File: src/rtl/lpm_pkg.sv
// Package: shared state type and handshake code values for the L1 controller.
// Assumes: codes are two bits wide and match the link handshake encoding.
package lpm_pkg;
    typedef enum logic [1:0] {
        ST_AWAKE  = 2'd0,
        ST_SLEEP  = 2'd1,
        ST_RESUME = 2'd2
    } lpm_state_t;

    localparam logic [1:0] HS_ACK   = 2'b11;
    localparam logic [1:0] HS_NYET  = 2'b10;
    localparam logic [1:0] HS_STALL = 2'b01;
    localparam logic [1:0] HS_ERR   = 2'b00;
endpackage

File: src/rtl/lpm_cfg.sv
// Module: lpm_cfg
// Holds the threshold field and the last handshake result, and flags
// invalid resume codes with a sticky error bit.
// Assumes: cfg_we and hs_valid are single-cycle strobes in the clk domain.
module lpm_cfg #(
    parameter int CODE_W   = 4,
    parameter int MAX_CODE = 12
) (
    input  logic              clk,
    input  logic              rst_n,
    input  logic              cfg_we,
    input  logic [CODE_W:0]   cfg_thres,
    input  logic              hs_valid,
    input  logic [1:0]        hs_code,
    output logic [CODE_W:0]   thres_q,
    output logic [1:0]        hs_result,
    output logic              cfg_err
);
    logic code_bad;
    assign code_bad = (int'(cfg_thres[CODE_W-1:0]) > MAX_CODE);

    // Threshold field register, written by software.
    always_ff @(posedge clk) begin
        if (!rst_n)      thres_q <= '0;
        else if (cfg_we) thres_q <= cfg_thres;
    end

    // Handshake result capture.
    always_ff @(posedge clk) begin
        if (!rst_n)        hs_result <= 2'b00;
        else if (hs_valid) hs_result <= hs_code;
    end

    // Sticky invalid-code flag, cleared only by reset.
    always_ff @(posedge clk) begin
        if (!rst_n)                  cfg_err <= 1'b0;
        else if (cfg_we && code_bad) cfg_err <= 1'b1;
    end

    p_hs_capture_r2: assert property (@(posedge clk) disable iff (!rst_n)
        hs_valid |=> (hs_result == $past(hs_code)));
    p_err_set_r9: assert property (@(posedge clk) disable iff (!rst_n)
        (cfg_we && code_bad) |=> cfg_err);
    p_err_sticky_r9: assert property (@(posedge clk) disable iff (!rst_n)
        cfg_err |=> cfg_err);
endmodule

File: src/rtl/lpm_resume_timer.sv
// Module: lpm_resume_timer
// Counts microsecond ticks during resume drive and signals the final tick.
// Duration is BASE_US + STEP_US * code, with codes above MAX_CODE clamped.
// Assumes: the duration is latched while idle and held for the whole drive.
module lpm_resume_timer #(
    parameter int CODE_W   = 4,
    parameter int BASE_US  = 60,
    parameter int STEP_US  = 75,
    parameter int MAX_CODE = 12
) (
    input  logic              clk,
    input  logic              rst_n,
    input  logic              active,
    input  logic              us_tick,
    input  logic [CODE_W-1:0] code,
    output logic              done
);
    localparam int MAX_US = BASE_US + STEP_US * MAX_CODE;
    localparam int CNT_W  = $clog2(MAX_US + 1);

    logic [CNT_W-1:0] dur_next;
    logic [CNT_W-1:0] dur_q;
    logic [CNT_W-1:0] cnt;
    int               code_c;

    // Clamp the code and compute the drive time in ticks.
    always_comb begin
        code_c   = (int'(code) > MAX_CODE) ? MAX_CODE : int'(code);
        dur_next = CNT_W'(BASE_US + STEP_US * code_c);
    end

    // Latch the duration while idle so it is fixed during a drive.
    always_ff @(posedge clk) begin
        if (!rst_n)       dur_q <= CNT_W'(BASE_US);
        else if (!active) dur_q <= dur_next;
    end

    // Tick counter, cleared whenever resume is not being driven.
    always_ff @(posedge clk) begin
        if (!rst_n || !active) cnt <= '0;
        else if (us_tick)      cnt <= cnt + 1'b1;
    end

    assign done = active && us_tick && (cnt == dur_q - 1'b1);

    p_cnt_in_window_r8: assert property (@(posedge clk) disable iff (!rst_n)
        active |-> (cnt < dur_q));
    p_dur_capped_r9: assert property (@(posedge clk) disable iff (!rst_n)
        int'(dur_q) <= MAX_US);
endmodule

File: src/rtl/lpm_fsm.sv
// Module: lpm_fsm
// L1 state sequencer: awake, sleep on ACK, resume drive on wake, back to awake.
// Assumes: reset and disconnect requests outrank wake events.
module lpm_fsm
    import lpm_pkg::*;
(
    input  logic       clk,
    input  logic       rst_n,
    input  logic       hs_valid,
    input  logic [1:0] hs_code,
    input  logic       line_activity,
    input  logic       wake_req,
    input  logic       reset_req,
    input  logic       disc_req,
    input  logic       resume_done,
    output lpm_state_t state
);
    lpm_state_t nxt;
    logic       abort;
    logic       wake;

    assign abort = reset_req || disc_req;
    assign wake  = line_activity || wake_req;

    // Next-state selection.
    always_comb begin
        nxt = state;
        unique case (state)
            ST_AWAKE:  if (hs_valid && hs_code == HS_ACK) nxt = ST_SLEEP;
            ST_SLEEP:  if (abort) nxt = ST_AWAKE;
                       else if (wake) nxt = ST_RESUME;
            ST_RESUME: if (abort || resume_done) nxt = ST_AWAKE;
            default:   nxt = ST_AWAKE;
        endcase
    end

    // State register.
    always_ff @(posedge clk) begin
        if (!rst_n) state <= ST_AWAKE;
        else        state <= nxt;
    end

    p_enter_on_ack_r3: assert property (@(posedge clk) disable iff (!rst_n)
        (state == ST_SLEEP && $past(state) == ST_AWAKE) |->
            ($past(hs_valid) && $past(hs_code) == HS_ACK));
    p_wake_starts_resume_r7: assert property (@(posedge clk) disable iff (!rst_n)
        (state == ST_SLEEP && !abort && wake) |=> (state == ST_RESUME));
    p_abort_to_awake_r10: assert property (@(posedge clk) disable iff (!rst_n)
        (state != ST_AWAKE && abort) |=> (state == ST_AWAKE));
endmodule

File: src/rtl/lpm_l1_ctrl.sv
// Module: lpm_l1_ctrl (top)
// Host-side L1 sleep controller: records the handshake, sequences sleep and
// resume, and drives the PHY suspend, deep low-power and resume lines.
// Assumes: us_tick is a one-cycle pulse once per microsecond.
module lpm_l1_ctrl
    import lpm_pkg::*;
#(
    parameter int CODE_W   = 4,
    parameter int BASE_US  = 60,
    parameter int STEP_US  = 75,
    parameter int MAX_CODE = 12
) (
    input  logic            clk,
    input  logic            rst_n,
    input  logic            us_tick,
    input  logic            line_activity,
    input  logic            hs_valid,
    input  logic [1:0]      hs_code,
    input  logic            cfg_we,
    input  logic [CODE_W:0] cfg_thres,
    input  logic            clk_stop_req,
    input  logic            wake_req,
    input  logic            reset_req,
    input  logic            disc_req,
    output logic [1:0]      hs_result,
    output logic            sleep_sts,
    output logic            phy_suspend,
    output logic            phy_deep_lp,
    output logic            resume_drive,
    output logic            cfg_err
);
    logic [CODE_W:0] thres_q;
    logic            resume_done;
    lpm_state_t      state;

    lpm_cfg #(.CODE_W(CODE_W), .MAX_CODE(MAX_CODE)) u_cfg (
        .clk       (clk),
        .rst_n     (rst_n),
        .cfg_we    (cfg_we),
        .cfg_thres (cfg_thres),
        .hs_valid  (hs_valid),
        .hs_code   (hs_code),
        .thres_q   (thres_q),
        .hs_result (hs_result),
        .cfg_err   (cfg_err)
    );

    lpm_resume_timer #(
        .CODE_W(CODE_W), .BASE_US(BASE_US), .STEP_US(STEP_US), .MAX_CODE(MAX_CODE)
    ) u_timer (
        .clk     (clk),
        .rst_n   (rst_n),
        .active  (resume_drive),
        .us_tick (us_tick),
        .code    (thres_q[CODE_W-1:0]),
        .done    (resume_done)
    );

    lpm_fsm u_fsm (
        .clk           (clk),
        .rst_n         (rst_n),
        .hs_valid      (hs_valid),
        .hs_code       (hs_code),
        .line_activity (line_activity),
        .wake_req      (wake_req),
        .reset_req     (reset_req),
        .disc_req      (disc_req),
        .resume_done   (resume_done),
        .state         (state)
    );

    // Output decode from the state and the live requests.
    always_comb begin
        sleep_sts    = (state == ST_SLEEP);
        resume_drive = (state == ST_RESUME);
        phy_suspend  = sleep_sts && clk_stop_req;
        phy_deep_lp  = sleep_sts && thres_q[CODE_W];
    end

    p_quiet_in_resume_r7: assert property (@(posedge clk) disable iff (!rst_n)
        resume_drive |-> (!phy_suspend && !phy_deep_lp && !sleep_sts));
    p_no_deep_awake_r6: assert property (@(posedge clk) disable iff (!rst_n)
        !sleep_sts |-> !phy_deep_lp);
    p_no_suspend_awake_r5: assert property (@(posedge clk) disable iff (!rst_n)
        !sleep_sts |-> !phy_suspend);
endmodule

File: config.mk
export PLATFORM = sky130hd
export DESIGN_NAME = lpm_l1_ctrl
export DESIGN_NICKNAME = d
export VERILOG_FILES = /design/src/rtl/lpm_pkg.sv /design/src/rtl/lpm_cfg.sv /design/src/rtl/lpm_resume_timer.sv /design/src/rtl/lpm_fsm.sv /design/src/rtl/lpm_l1_ctrl.sv
export SDC_FILE = /design/constraint.sdc
export NUM_CORES = 1
export LEC_CHECK = 0
export BUFFER_PORTS_ARGS = -buffer_cell sky130_fd_sc_hd__buf_4
export CAP_MARGIN = 20
export CORE_MARGIN = 8
export CORE_UTILIZATION = 62
export DETAILED_ROUTE_END_ITERATION = 8
export PLACE_DENSITY = 0.84
export SKIP_CTS_REPAIR_TIMING = 1
export SLEW_MARGIN = 40
export SYNTH_ARGS = -nofsm -noshare
export SYNTH_HDL_FRONTEND = slang
export SYNTH_SLANG_ARGS = --single-unit
export TNS_END_PERCENT = 100
File: constraint.sdc
create_clock -name clk -period 6.85 [get_ports clk]
set_clock_uncertainty 0.2 [all_clocks]
set_input_delay 1.0275 -clock clk [delete_from_list [all_inputs] [get_ports clk]]
set_output_delay 1.0275 -clock clk [all_outputs]
set_load 0.005 [all_outputs]
==> impl_metrics.ini <==
[power_and_ir_drop]
p_total_mw = 0.408
ir_worst_vdd_v = 0.000117
p_per_area_nw_per_um2 = 181
p_leak_nw = 0.986

[finish]
fill_cells = 266
multiInputGateArea_um2 = 1310
area_growth_pct = 12.2
nets = 299
drive_above_1_share = 0.127
seq_area_um2 = 601
final_util = 0.733
diodes = 0
fin_cells = 304

[setup_path]
rr_worst_depth = 14
r2r-end = u_timer.dur_q[9]
r2r_slack_ns = 3.03
worst_setup_path_end_kind = flop
crit_required_ns = 6.85
crit_path_max_fanout = 4
cp_slowest_stage_delay_ns = 0.52
cp.arrival_ns = 3.82
slowest_stage = fa_1
crit_chain = ha_1 > nor2b_1 > ha_1 > ha_1 > inv_1 > fa_1 > inv_1 > ha_1 > fa_1 > a211oi_1 > o21bai_1 > a21oi_1 > xnor2_1 > a21oi_1
critPathKind = flop to flop
cp-start-kind = flop
crit_top_cell = ha_1
r2r_start = u_cfg.thres_q[2]

[sta]
setup_violations = 0
fin_crit_ns = 3.82
drv_slew = 0
tightest_slew_ns = 0.550
max_freq_mhz = 261
hold_viol = 0
relSlewSlack = 0.634
rsz0062_at_grt = no
timing.final.crit_share = 0.558
fin_setup_tns_ns = 0
postLayoutSetupSlackWorst_ns = 3.03

[yosys]
synth_area_leaders = dfxtp_1 (30%), ha_1 (12%), nand2_1 (5.0%), xnor2_1 (4.8%), xor2_1 (4.4%)
yosys_warnings = 0
ys_ff_latch = 30
synth_cell_types = 47
async_flop_share = 0
ys_seq_area_frac = 0.299
synth_edf_count = 0
ys_top_cells_by_count = dfxtp_1 (30), nand2_1 (27), ha_1 (19), nor2_1 (19), inv_1 (17)
synthMuxAreaShare = 0.0349
avgSynthCellArea_um2 = 8.48
syn_area_um2 = 2010
synth_top_family_by_area = simple AND/OR/NAND/NOR gates
netlist_instances = 237
synth_compound_area_frac = 0.118
synth_top_area_share = 0.299
yosys.area_share.xor_xnor = 0.0915
yosysMostFrequentCell = dfxtp_1
yosysTopAreaCell = dfxtp_1
synthFlopType = dfxtp_1
syn_nets = 276
synthSimpleGateAreaFrac = 0.262
synthAdderAreaFrac = 0.148

[floorplanning]
die_h_um = 72.9
die_w_um = 72.9
rows = 20
start_util = 0.653
coreArea_um2 = 3080
io_pins = 24
fp.dieArea_um2 = 5320

[detailed_routing]
drc = 0
drt-wirelength-per-cell_um = 13.7
first_pass_iters = 4
vias_per_cell = 5.61
drtIter0Drc = 85
antenna_left = 0
via_count = 1705
drt-total-wl_mm = 4.17

[outcome]
outcome = finished clean

[worst_hold_path]
hold_depth = 1
min_to = u_fsm.state[0]
hp-class = flop to flop
holdCritStartpoint = u_fsm.state[1]

[global_routing]
grt_overflow = 0
first_global_vias = 1666
track_usage = 0.171
antenna_found_initial = 0
grt_max_degree = 25
grt_pass1_wl_mm = 7.15

[run]
cap_viol_max_count = 0

[clock_network]
clk_pin_slew_worst_paths_ns = 0.09
clk_latency_ns = 0.34
clock_sinks = 30
cts_tree = done
clk_path_buf_depth = 2
cts_root_buffer = clkbuf_4
cts-htree-levels = 2
numCtsBuffers = 5

[place]
dp_slack_ns = 3.02
placed_cells = 297
gp_congestion = 0.853
dp_hpwl_mm = 3.28
port_buffers = 23
## cells by family after synthesis
kind of cell	count (synthesis)
and+or+nand+nor	96
AOI/OAI and AO/OA	36
DFF	30
buffers and inverters	25
adders and majority gates	22
xor gates and xnor gates	21
muxes	7
## state kept, by name (all words and copies together) (netlist names)
name             count
u_fsm.state          2
u_cfg.cfg_err        1
u_timer.dur_q       10
u_cfg.thres_q        5
u_cfg.hs_result      2
u_timer.cnt         10
## metrics by stage
| step | hold WS, ns | area [um^2] |
|---|---|---|
| final | 0.271 | 2250 |
| after global routing | 0.298 | 2250 |
| after CTS | 0.263 | 2250 |
| after detailed placement | 0.247 | 2210 |
| after global placement | 0.247 | 2210 |
| after floorplan | 0.223 | 2010 |
## how the worst max path moves through the flow
stage,startpoint,end,slack [ns],cells after the start
after detailed placement,u_cfg.thres_q[2],u_timer.dur_q[9],3.02,14
after floorplan,u_cfg.thres_q[2],u_timer.dur_q[9],3.30,14
after CTS,u_cfg.thres_q[2],u_timer.dur_q[9],3.02,14
final,u_cfg.thres_q[2],u_timer.dur_q[9],3.03,14
after global placement,u_cfg.thres_q[2],u_timer.dur_q[9],3.15,14
after global routing,u_cfg.thres_q[2],u_timer.dur_q[9],2.83,14
## layer usage
layer | routed length, um | vias up | GRT usage
met5 | 0 | - | 0
met4 | 57 | 0 | 0.0889
met3 | 268 | 12 | 0.0440
met2 | 1940 | 45 | 0.287
met1 | 1900 | 791 | 0.193
li1 | - | 857 | -
## cells in the final DEF (no fill, tap or decap), types with 6 or more instances in the layout
master | netlist | layout
dfxtp_1 | 30 | 30
nand2_1 | 27 | 27
a21oi_1 | 6 | 6
o21ai_0 | 8 | 8
xnor2_1 | 11 | 11
nor2b_1 | 13 | 13
and2_1 | 6 | 6
nor2_1 | 19 | 19
ha_1 | 19 | 19
mux2i_1 | 7 | 7
inv_1 | 17 | 17
buf_4 | 0 | 23
xor2_1 | 10 | 10
## where the power goes
| part | leakage, nW | internal [mW] | switching [mW] |
|---|---|---|---|
| Combinational | 0.715 | 0.0535 | 0.0526 |
| Sequential | 0.245 | 0.186 | 0.0181 |
| Clock | 0.0254 | 0.0386 | 0.0596 |
| Total | 0.986 | 0.278 | 0.130 |
## final cells by class
cell class,count,area share
repair buffers,23,0.0766
inverters,18,0.0300
flip-flops and latches,30,0.266
multi-input cells,182,0.583
well taps,44,0.0244
clock buffers,7,0.0200
## worst max-delay path: cells and delay by family (launching register included)
family                   cells  cell delay, ns
adder cells (fa/ha/maj)      6            1.95
XOR/XNOR                     1            0.13
flip-flops                   1            0.33
buffers and inverters        2            0.09
AND/OR/NAND/NOR              1            0.28
AO/OA/AOI/OAI                4            0.67
(Power assumes the default switching activity.)
